`config.mk`:
```
export PLATFORM = sky130hd
export DESIGN_NAME = irq_pair_resolver
export DESIGN_NICKNAME = d
export VERILOG_FILES = /design/src/rtl/irq_pair_pkg.sv /design/src/rtl/irq_line_decode.sv /design/src/rtl/irq_half_regs.sv /design/src/rtl/irq_prio_scan.sv /design/src/rtl/irq_pair_resolver.sv
export SDC_FILE = /design/constraint.sdc
export NUM_CORES = 1
export LEC_CHECK = 0
export BUFFER_PORTS_ARGS = -buffer_cell sky130_fd_sc_hd__buf_2
export CORE_ASPECT_RATIO = 1.5
export CORE_MARGIN = 2
export CORE_UTILIZATION = 60
export DETAILED_ROUTE_END_ITERATION = 12
export PLACE_DENSITY = 0.86
export SETUP_SLACK_MARGIN = 0.1
export SLEW_MARGIN = 20
export SYNTH_ARGS = -nofsm -noshare
export SYNTH_HDL_FRONTEND = slang
export SYNTH_SLANG_ARGS = --single-unit
```
`constraint.sdc`:
```
create_clock -name clk -period 7.25 [get_ports clk]
set_input_delay 1.0875 -clock clk [delete_from_list [all_inputs] [get_ports clk]]
set_output_delay 1.0875 -clock clk [all_outputs]
set_load 0.005 [all_outputs]
```
`src/rtl/irq_pair_pkg.sv`:
```
// Package: shared defaults and command encodings for the cascaded resolver.
// Assumes: two halves of equal width; vectors are plain unsigned bytes.
package irq_pair_pkg;
    localparam int DEF_HALF_W = 8;
    localparam int DEF_VEC_W  = 8;

    typedef enum logic {
        EOI_LOWEST   = 1'b0,
        EOI_BY_LEVEL = 1'b1
    } eoi_kind_e;
endpackage

```
`src/rtl/irq_line_decode.sv`:
```
// Module: turns raise/lower pulses with a line number into per-line set and
// clear masks, applying the cascade redirection and range rejection.
// Assumes: LINE_W is one bit wider than the line index so over-range
// numbers can be expressed.
module irq_line_decode #(
    parameter int LINES      = 16,
    parameter int LINE_W     = 5,
    parameter int CASC_LINE  = 2,
    parameter int REDIR_LINE = 9
) (
    input  logic              raise_vld,
    input  logic [LINE_W-1:0] raise_line,
    input  logic              lower_vld,
    input  logic [LINE_W-1:0] lower_line,
    output logic [LINES-1:0]  set_mask,
    output logic [LINES-1:0]  clr_mask,
    output logic              bad_raise
);
    localparam int IDX_W = $clog2(LINES);
    localparam logic [LINE_W-1:0] LIMIT = LINE_W'(LINES);
    localparam logic [LINE_W-1:0] CASC  = LINE_W'(CASC_LINE);

    // Decode both pulses into one-hot masks; flag out-of-range raises.
    always_comb begin
        set_mask  = '0;
        clr_mask  = '0;
        bad_raise = 1'b0;
        if (raise_vld) begin
            if (raise_line < LIMIT) begin
                set_mask[raise_line[IDX_W-1:0]] = 1'b1;
                if (raise_line == CASC) begin
                    set_mask[REDIR_LINE] = 1'b1;
                end
            end else begin
                bad_raise = 1'b1;
            end
        end
        if (lower_vld && (lower_line < LIMIT)) begin
            clr_mask[lower_line[IDX_W-1:0]] = 1'b1;
        end
    end
endmodule

```
`src/rtl/irq_half_regs.sv`:
```
// Module: pending and in-service registers of one half, with acknowledge
// transfer and specific / lowest-bit end-of-interrupt retirement.
// Assumes: ack_take is zero or one-hot; a lower beats a raise on one bit.
module irq_half_regs #(
    parameter int HALF_W = 8,
    parameter int LVL_W  = 3
) (
    input  logic              clk,
    input  logic              rst_n,
    input  logic [HALF_W-1:0] set_bits,
    input  logic [HALF_W-1:0] clr_bits,
    input  logic [HALF_W-1:0] ack_take,
    input  logic              eoi_vld,
    input  logic              eoi_spec,
    input  logic [LVL_W-1:0]  eoi_lvl,
    output logic [HALF_W-1:0] irr,
    output logic [HALF_W-1:0] isr
);
    logic [HALF_W-1:0] eoi_clr;

    // Select the in-service bit to retire: by level, or the lowest set bit.
    always_comb begin
        eoi_clr = '0;
        if (eoi_vld) begin
            if (eoi_spec) begin
                eoi_clr = HALF_W'(1) << eoi_lvl;
            end else begin
                eoi_clr = isr & (~isr + HALF_W'(1));
            end
        end
    end

    // Update pending and in-service state each edge.
    always_ff @(posedge clk) begin
        if (!rst_n) begin
            irr <= '0;
            isr <= '0;
        end else begin
            irr <= (irr | set_bits) & ~clr_bits & ~ack_take;
            isr <= (isr | ack_take) & ~eoi_clr;
        end
    end
endmodule

```
`src/rtl/irq_prio_scan.sv`:
```
// Module: fixed-priority scan over all lines; lowest index wins and its
// vector is formed from the owning half's base.
// Assumes: pend is already masked.
module irq_prio_scan #(
    parameter int LINES  = 16,
    parameter int HALF_W = 8,
    parameter int VEC_W  = 8
) (
    input  logic [LINES-1:0] pend,
    input  logic [VEC_W-1:0] base_lo,
    input  logic [VEC_W-1:0] base_hi,
    output logic             hit,
    output logic [VEC_W-1:0] vec
);
    // Walk from the top down so the lowest pending line is assigned last.
    always_comb begin
        hit = 1'b0;
        vec = '0;
        for (int i = LINES - 1; i >= 0; i--) begin
            if (pend[i]) begin
                hit = 1'b1;
                if (i < HALF_W) begin
                    vec = base_lo + VEC_W'(i);
                end else begin
                    vec = base_hi + VEC_W'(i - HALF_W);
                end
            end
        end
    end
endmodule

```
`src/rtl/irq_pair_resolver.sv`:
```
// Module: top of the cascaded resolver. Decodes line pulses, holds two
// halves of state, resolves the winning vector, routes acknowledges and
// end-of-interrupt commands, and registers the two error flags.
// Assumes: masks and bases are stable programming inputs.
module irq_pair_resolver
    import irq_pair_pkg::*;
#(
    parameter int HALF_W     = DEF_HALF_W,
    parameter int VEC_W      = DEF_VEC_W,
    parameter int CASC_LINE  = 2,
    parameter int REDIR_LINE = 9
) (
    input  logic                      clk,
    input  logic                      rst_n,
    input  logic                      raise_vld,
    input  logic [$clog2(2*HALF_W):0] raise_line,
    input  logic                      lower_vld,
    input  logic [$clog2(2*HALF_W):0] lower_line,
    input  logic [HALF_W-1:0]         mask_lo,
    input  logic [HALF_W-1:0]         mask_hi,
    input  logic [VEC_W-1:0]          base_lo,
    input  logic [VEC_W-1:0]          base_hi,
    input  logic                      ack_vld,
    input  logic [VEC_W-1:0]          ack_vec,
    input  logic                      eoi_vld,
    input  logic                      eoi_hi,
    input  logic                      eoi_specific,
    input  logic [$clog2(HALF_W)-1:0] eoi_level,
    output logic                      irq_out,
    output logic                      vec_valid,
    output logic [VEC_W-1:0]          vec,
    output logic [2*HALF_W-1:0]       irr_o,
    output logic [2*HALF_W-1:0]       isr_o,
    output logic                      raise_err,
    output logic                      eoi_err
);
    localparam int LINES  = 2 * HALF_W;
    localparam int LINE_W = $clog2(LINES) + 1;
    localparam int LVL_W  = $clog2(HALF_W);
    localparam logic [VEC_W-1:0] WINDOW = VEC_W'(HALF_W);

    logic [LINES-1:0] set_mask, clr_mask, ack_take;
    logic             bad_raise, hit;
    logic [VEC_W-1:0] diff_lo, diff_hi;
    logic             in_lo, in_hi;
    logic             raise_err_q, eoi_seen_q;

    irq_line_decode #(
        .LINES(LINES), .LINE_W(LINE_W),
        .CASC_LINE(CASC_LINE), .REDIR_LINE(REDIR_LINE)
    ) u_decode (
        .raise_vld(raise_vld), .raise_line(raise_line),
        .lower_vld(lower_vld), .lower_line(lower_line),
        .set_mask(set_mask), .clr_mask(clr_mask), .bad_raise(bad_raise)
    );

    // Locate the acknowledged vector inside a half's window, lower half first.
    always_comb begin
        diff_lo  = ack_vec - base_lo;
        diff_hi  = ack_vec - base_hi;
        in_lo    = diff_lo < WINDOW;
        in_hi    = diff_hi < WINDOW;
        ack_take = '0;
        if (ack_vld) begin
            if (in_lo) begin
                ack_take[HALF_W-1:0] = HALF_W'(1) << diff_lo[LVL_W-1:0];
            end else if (in_hi) begin
                ack_take[LINES-1:HALF_W] = HALF_W'(1) << diff_hi[LVL_W-1:0];
            end
        end
    end

    for (genvar h = 0; h < 2; h++) begin : g_half
        irq_half_regs #(.HALF_W(HALF_W), .LVL_W(LVL_W)) u_regs (
            .clk(clk), .rst_n(rst_n),
            .set_bits(set_mask[h*HALF_W +: HALF_W]),
            .clr_bits(clr_mask[h*HALF_W +: HALF_W]),
            .ack_take(ack_take[h*HALF_W +: HALF_W]),
            .eoi_vld(eoi_vld && (eoi_hi == 1'(h))),
            .eoi_spec(eoi_specific == EOI_BY_LEVEL),
            .eoi_lvl(eoi_level),
            .irr(irr_o[h*HALF_W +: HALF_W]),
            .isr(isr_o[h*HALF_W +: HALF_W])
        );
    end

    irq_prio_scan #(.LINES(LINES), .HALF_W(HALF_W), .VEC_W(VEC_W)) u_scan (
        .pend(irr_o & ~{mask_hi, mask_lo}),
        .base_lo(base_lo), .base_hi(base_hi),
        .hit(hit), .vec(vec)
    );

    // Register the one-cycle error indications.
    always_ff @(posedge clk) begin
        if (!rst_n) begin
            raise_err_q <= 1'b0;
            eoi_seen_q  <= 1'b0;
        end else begin
            raise_err_q <= bad_raise;
            eoi_seen_q  <= eoi_vld;
        end
    end

    assign irq_out   = hit;
    assign vec_valid = hit;
    assign raise_err = raise_err_q;
    assign eoi_err   = eoi_seen_q & hit;
endmodule

```
# --- After elaboration in Yosys (flattened, before gate mapping) ---
# Cells that the tools add are included.
op_classes:
  addsub: 18
  magnitude_cmp: 8
  n_eq_ne: 1
  shift: 3
  muxes: 49
  bitwise_logic: 24
  reduce_logical: 6
op_table:
  columns: ["op", "count"]
  rows:
  - ["8-bit two-way mux", 23]
  - ["8-bit by 3-bit adder with 8-bit output (second input constant)", 8]
  - ["8-bit bitwise AND", 8]
  - ["16-bit two-way mux", 4]
  - ["8-bit inverter", 8]
  - ["8-bit by 1-bit adder with 8-bit output (second input constant)", 4]
  - ["8-bit by 2-bit adder with 8-bit output (second input constant)", 4]
  - ["8-bit OR", 4]
  - ["1-bit by 3-bit left shift with 8-bit output (first input constant)", 3]
  - ["1-bit two-way mux", 20]
  - ["16-bit bitwise AND", 1]
  - ["8-bit by 4-bit less-than comparator with 1-bit output (second input constant)", 2]
  - ["16-bit inverter", 1]
  - ["8-bit subtractor", 2]
  - ["4-bit by 5-bit less-than comparator with 1-bit output (second input constant)", 2]
  - ["5-bit less-than comparator (second input constant)", 2]
  - ["1-bit demux with 4-bit select", 2]
  - ["4-bit by 1-bit >= comparator with 1-bit output (second input constant)", 2]
  - ["5-bit by 2-bit equality test with 1-bit output (second input constant)", 1]
  - ["1-bit logical AND", 5]
  - ["2-bit AND reduction", 1]
  - ["1-bit bitwise AND", 1]
  - ["1-bit inverter", 1]
word_totals:
  reg_bits: 34
  inputBits: 61
  out_inout_bits: 44
  wordCells: 115

# --- Longest topological paths before layout ---
depth:
  ltp_word: 19
  depth_mapped: 12

# --- Hierarchy ---
# Synthesis repeated with hierarchy kept, for this count alone.
hier_totals:
  hier_cells: 773
  hier_area_um2: 5422.7
modules_own_cells:
  columns: ["module", "instances", "cells_per_inst", "area_per_inst_um2"]
  rows:
  - ["irq_prio_scan", 1, 426, 2733.9]
  - ["irq_half_regs", 2, 69, 660.6]
  - ["irq_pair_resolver", 1, 157, 1064.8]
  - ["irq_line_decode", 1, 52, 302.8]

# --- Worst setup path before layout ---
# Ideal clock, no wire load.
synth_timing:
  kind: "input to output"
  from: "input port base_lo[2]"
  to: "output port vec[7]"
  arrival_ps: 2798
  t_required_ps: 6162
  path_slack_ps: 3364
  path_stages: 8
  cell_sequence: "clkbuf_1 -> inv_1 -> ha_1 -> or4_1 -> nand3_1 -> a2111oi_0 -> a211oi_1 -> o21ai_1"
synth_between:
  elab_chain_len: 9
synth_lines:
  columns: ["element", "line", "rtl"]
  rows:
  - ["start, declared", "irq_pair_resolver.sv:21", "input logic [VEC_W-1:0] base_lo,"]
  - ["8-bit by 3-bit adder with 8-bit output", "irq_prio_scan.sv:23", "vec = base_lo + VEC_W'(i);"]
  - ["8-bit two-way mux (6 in series)", "irq_prio_scan.sv:20", "if (pend[i]) begin"]
  - ["8-bit two-way mux * (2 in series)", "irq_prio_scan.sv:20", null]
  - ["end, declared", "irq_pair_resolver.sv:31", "output logic [VEC_W-1:0] vec,"]
# Every way passes the cells marked *; elsewhere a longest branch is shown, timed or not.

# --- Worst setup path in the final report ---
# Same ends and word-level chain as after synthesis.

==> impl_metrics.json <==
{
  "cts_made_buffers": 5,
  "finalSetupViolations": 0,
  "start_kind": "input port",
  "finalCriticalPeriod_ps": 4726,
  "place.gp.congestion": 1.031,
  "path_cells": "buf_2 -> inv_1 -> ha_1 -> or4_1 -> nand3_1 -> a2111oi_0 -> a211oi_1 -> o21ai_1 -> buf_2",
  "rrSetupSlack_ps": 5360,
  "post-route-period-util_pct": 65.18,
  "synthTopCellsByCount": "a21oi_1, o21ai_0, nand2_1, nor2_1, clkbuf_1",
  "vias": 6941,
  "finalHoldViolCount": 0,
  "r2r_start": "g_half[0].u_regs.isr[2]",
  "cts_tree": "built",
  "crit_path_start": "base_lo[2]",
  "rsz0062_at_grt": "no",
  "clock_latency_ps": 280,
  "ant_nets": 0,
  "drtPass1Iterations": 6,
  "worstPathArrival_ps": 3640,
  "dp_hpwl_um": 15750,
  "cts_setup_buffers": 0,
  "required_ps": 6160,
  "end_kind": "primary output",
  "r2r_cells": 6,
  "fp.dieW_um": 80.41,
  "synth_seq_area_share_pct": 12.95,
  "clock-sinks": 34,
  "synth_area_leaders": "dfxtp_1, ha_1, a21oi_1, o21ai_0, xnor2_1",
  "area_growth_syn_to_layout_pct": 11.57,
  "fin_nets": 922,
  "fin_ws_ps": 2524,
  "antenna_found_initial": 0,
  "netlist_instances": 768,
  "drv_cap": 0,
  "antenna_cells": 0,
  "ys_types": 71,
  "ys_async_sr_fraction_pct": 0,
  "synth.most_common_cell": "a21oi_1",
  "cts_root_buffer": "clkbuf_16",
  "ys_ff_latch": 34,
  "path_delay_family": "compound AO/OA/AOI/OAI gates",
  "h-tree-depth": 2,
  "worst-path-max-fanout": 12,
  "cp_num_buf_inv": 3,
  "slew_viol_final": 0,
  "worst-path-stages": 9,
  "syn-mean-instance-area_um2": 6.843,
  "initial_utilization_pct": 62.08,
  "slew_headroom_pct": 29.54,
  "core_um2": 8464,
  "ctsResizeCount": 0,
  "setup_tns_ps": 0,
  "post_drt_via_cell_ratio": 7.424,
  "grt_overflow": 0,
  "io_buffers": 104,
  "skew_ps": 2.848,
  "cp-endpoint": "vec[7]",
  "worst_pin_slew_ps": 1055,
  "syn_area_um2": 5255,
  "die-area_um2": 9538,
  "cp_slowest_cell": "a211oi_1",
  "yosys.area.top_type_share_pct": 12.95,
  "crit_top_cell": "buf_2",
  "status": "completed",
  "reg2reg_to": "g_half[0].u_regs.isr[7]",
  "synth_top_cell_by_area": "dfxtp_1",
  "max_stage_delay_ps": 680,
  "hold_class": "flip-flop to flip-flop",
  "synthFlopType": "dfxtp_1",
  "grt_pass1_wl_um": 32350,
  "drc": 0,
  "synth-edff-count": 0,
  "drt_iter0_drc": 1025,
  "die_y_um": 118.6,
  "routed_wl_um": 20940,
  "final_layout_size_suffix_gt1_share_pct": 15.10,
  "clk_path_buf_depth": 2,
  "track_usage_pct": 42.99,
  "leakage_nw": 2.399,
  "io_pins": 105,
  "whs_ps": 492.6,
  "hold_buffers": 0,
  "grt_pass1_vias": 6374,
  "peakVddDrop_mv": 0.1825,
  "rows": 41,
  "fmax_ghz": 0.2116,
  "power_density_nw_per_um2": 112.3,
  "grt_max_degree": 44,
  "dpl_worst_slack_ps": 2783,
  "yosys_warnings": 0,
  "synth_fp_nets": 863,
  "path_class": "input port to primary output",
  "cts.clk_slew.worst_paths_ps": 50,
  "routedWlPerCell_um": 22.39,
  "finalPower_mw": 0.6584
}
[worst register-to-register path, delay by kind of cell, from the launching register on]
| kind | cells | cell delay [ps] |
|---|---|---|
| AND/OR/NAND/NOR | 3 | 840 |
| AO/OA/AOI/OAI | 3 | 610 |
| flip-flops | 1 | 340 |
[kinds of logic after synthesis]
family	count (synthesis)	synth area share (%)
compound gates	308	39.26
fa+ha+maj	34	8.381
flops	34	12.95
simple gates	260	25.52
mux	5	0.9524
buf+inv	88	6.428
xor+xnor	39	6.500
[metrics by stage]
stage	utilization [%]	cell area, um^2	cells
after floorplan	-	5255	768
after global placement	67.52	5715	927
after detailed placement	67.52	5715	927
after CTS	69.27	5863	935
after global routing	69.27	5863	935
final	69.27	5863	935
[sequential cells by signal (all words and copies together) (netlist names)]
register and count:
eoi_seen_q 1, g_half.u_regs.irr 16, g_half.u_regs.isr 16, raise_err 1
[how the worst min path moves through the flow]
stage | to | startpoint | slack [ps] | depth (start not counted)
2_1_floorplan | g_half[0].u_regs.isr[5] | g_half[0].u_regs.isr[5] | 470 | 2
3_3_place_gp | g_half[0].u_regs.isr[5] | g_half[0].u_regs.isr[5] | 470 | 2
3_5_place_dp | g_half[0].u_regs.isr[5] | g_half[0].u_regs.isr[5] | 470 | 2
4_1_cts | g_half[0].u_regs.isr[5] | g_half[0].u_regs.isr[5] | 490 | 2
5_1_grt | g_half[0].u_regs.isr[5] | g_half[0].u_regs.isr[5] | 520 | 2
6_report | g_half[0].u_regs.isr[5] | g_half[0].u_regs.isr[5] | 490 | 2
[cells in the final DEF (no fill, tap or decap), drive strengths merged, types with 5 or more instances in the layout]
cell / synthesis / routed
nand4b: 5 / 5
buf: 7 / 105
nand2b: 28 / 28
a21o: 6 / 6
a221oi: 5 / 5
nand3b: 5 / 5
o31ai: 15 / 15
o21a: 7 / 7
xnor2: 32 / 32
o221ai: 15 / 15
inv: 34 / 34
o211ai: 14 / 14
nor3: 19 / 19
nand4: 7 / 7
a31oi: 31 / 31
xor2: 7 / 7
o311ai: 8 / 8
or3: 5 / 5
nand2: 54 / 54
ha: 32 / 32
nor2b: 21 / 21
nor3b: 7 / 7
and3: 7 / 7
clkbuf: 46 / 7
o22ai: 7 / 7
nand3: 25 / 25
mux2i: 5 / 5
o2111ai: 7 / 7
a211oi: 5 / 5
a21oi: 69 / 69
o21ai: 68 / 68
a2111oi: 6 / 6
nor4: 10 / 10
dfxtp: 34 / 34
nor2: 54 / 54
[layout make-up]
class / instances / area, um^2
Inverter: 35 / 131.4
Clock buffer: 7 / 142.6
Tap cell: 107 / 133.9
Fill cell: 760 / 2601
Timing Repair Buffer: 105 / 528.0
Clock inverter: 1 / 5.005
Multi-Input combinational cell: 646 / 4242
Sequential cell: 34 / 680.7
[power by group]
part,switching (mW),internal [mW],total [mW]
Clock,0.0817,0.136,0.218
Combinational,0.159,0.0896,0.249
Sequential,0.00269,0.189,0.192
Total,0.244,0.415,0.658
[routing by layer]
| metal | GRT usage [%] | up-vias | part of all wire [%] |
|---|---|---|---|
| li1 | - | 3047 | - |
| met1 | 49.46 | 3194 | 35 |
| met2 | 70.83 | 570 | 48 |
| met3 | 6.031 | 130 | 9.2 |
| met4 | 30.83 | 0 | 8.1 |
| met5 | 0 | - | 0 |
(Power assumes the default switching activity.)
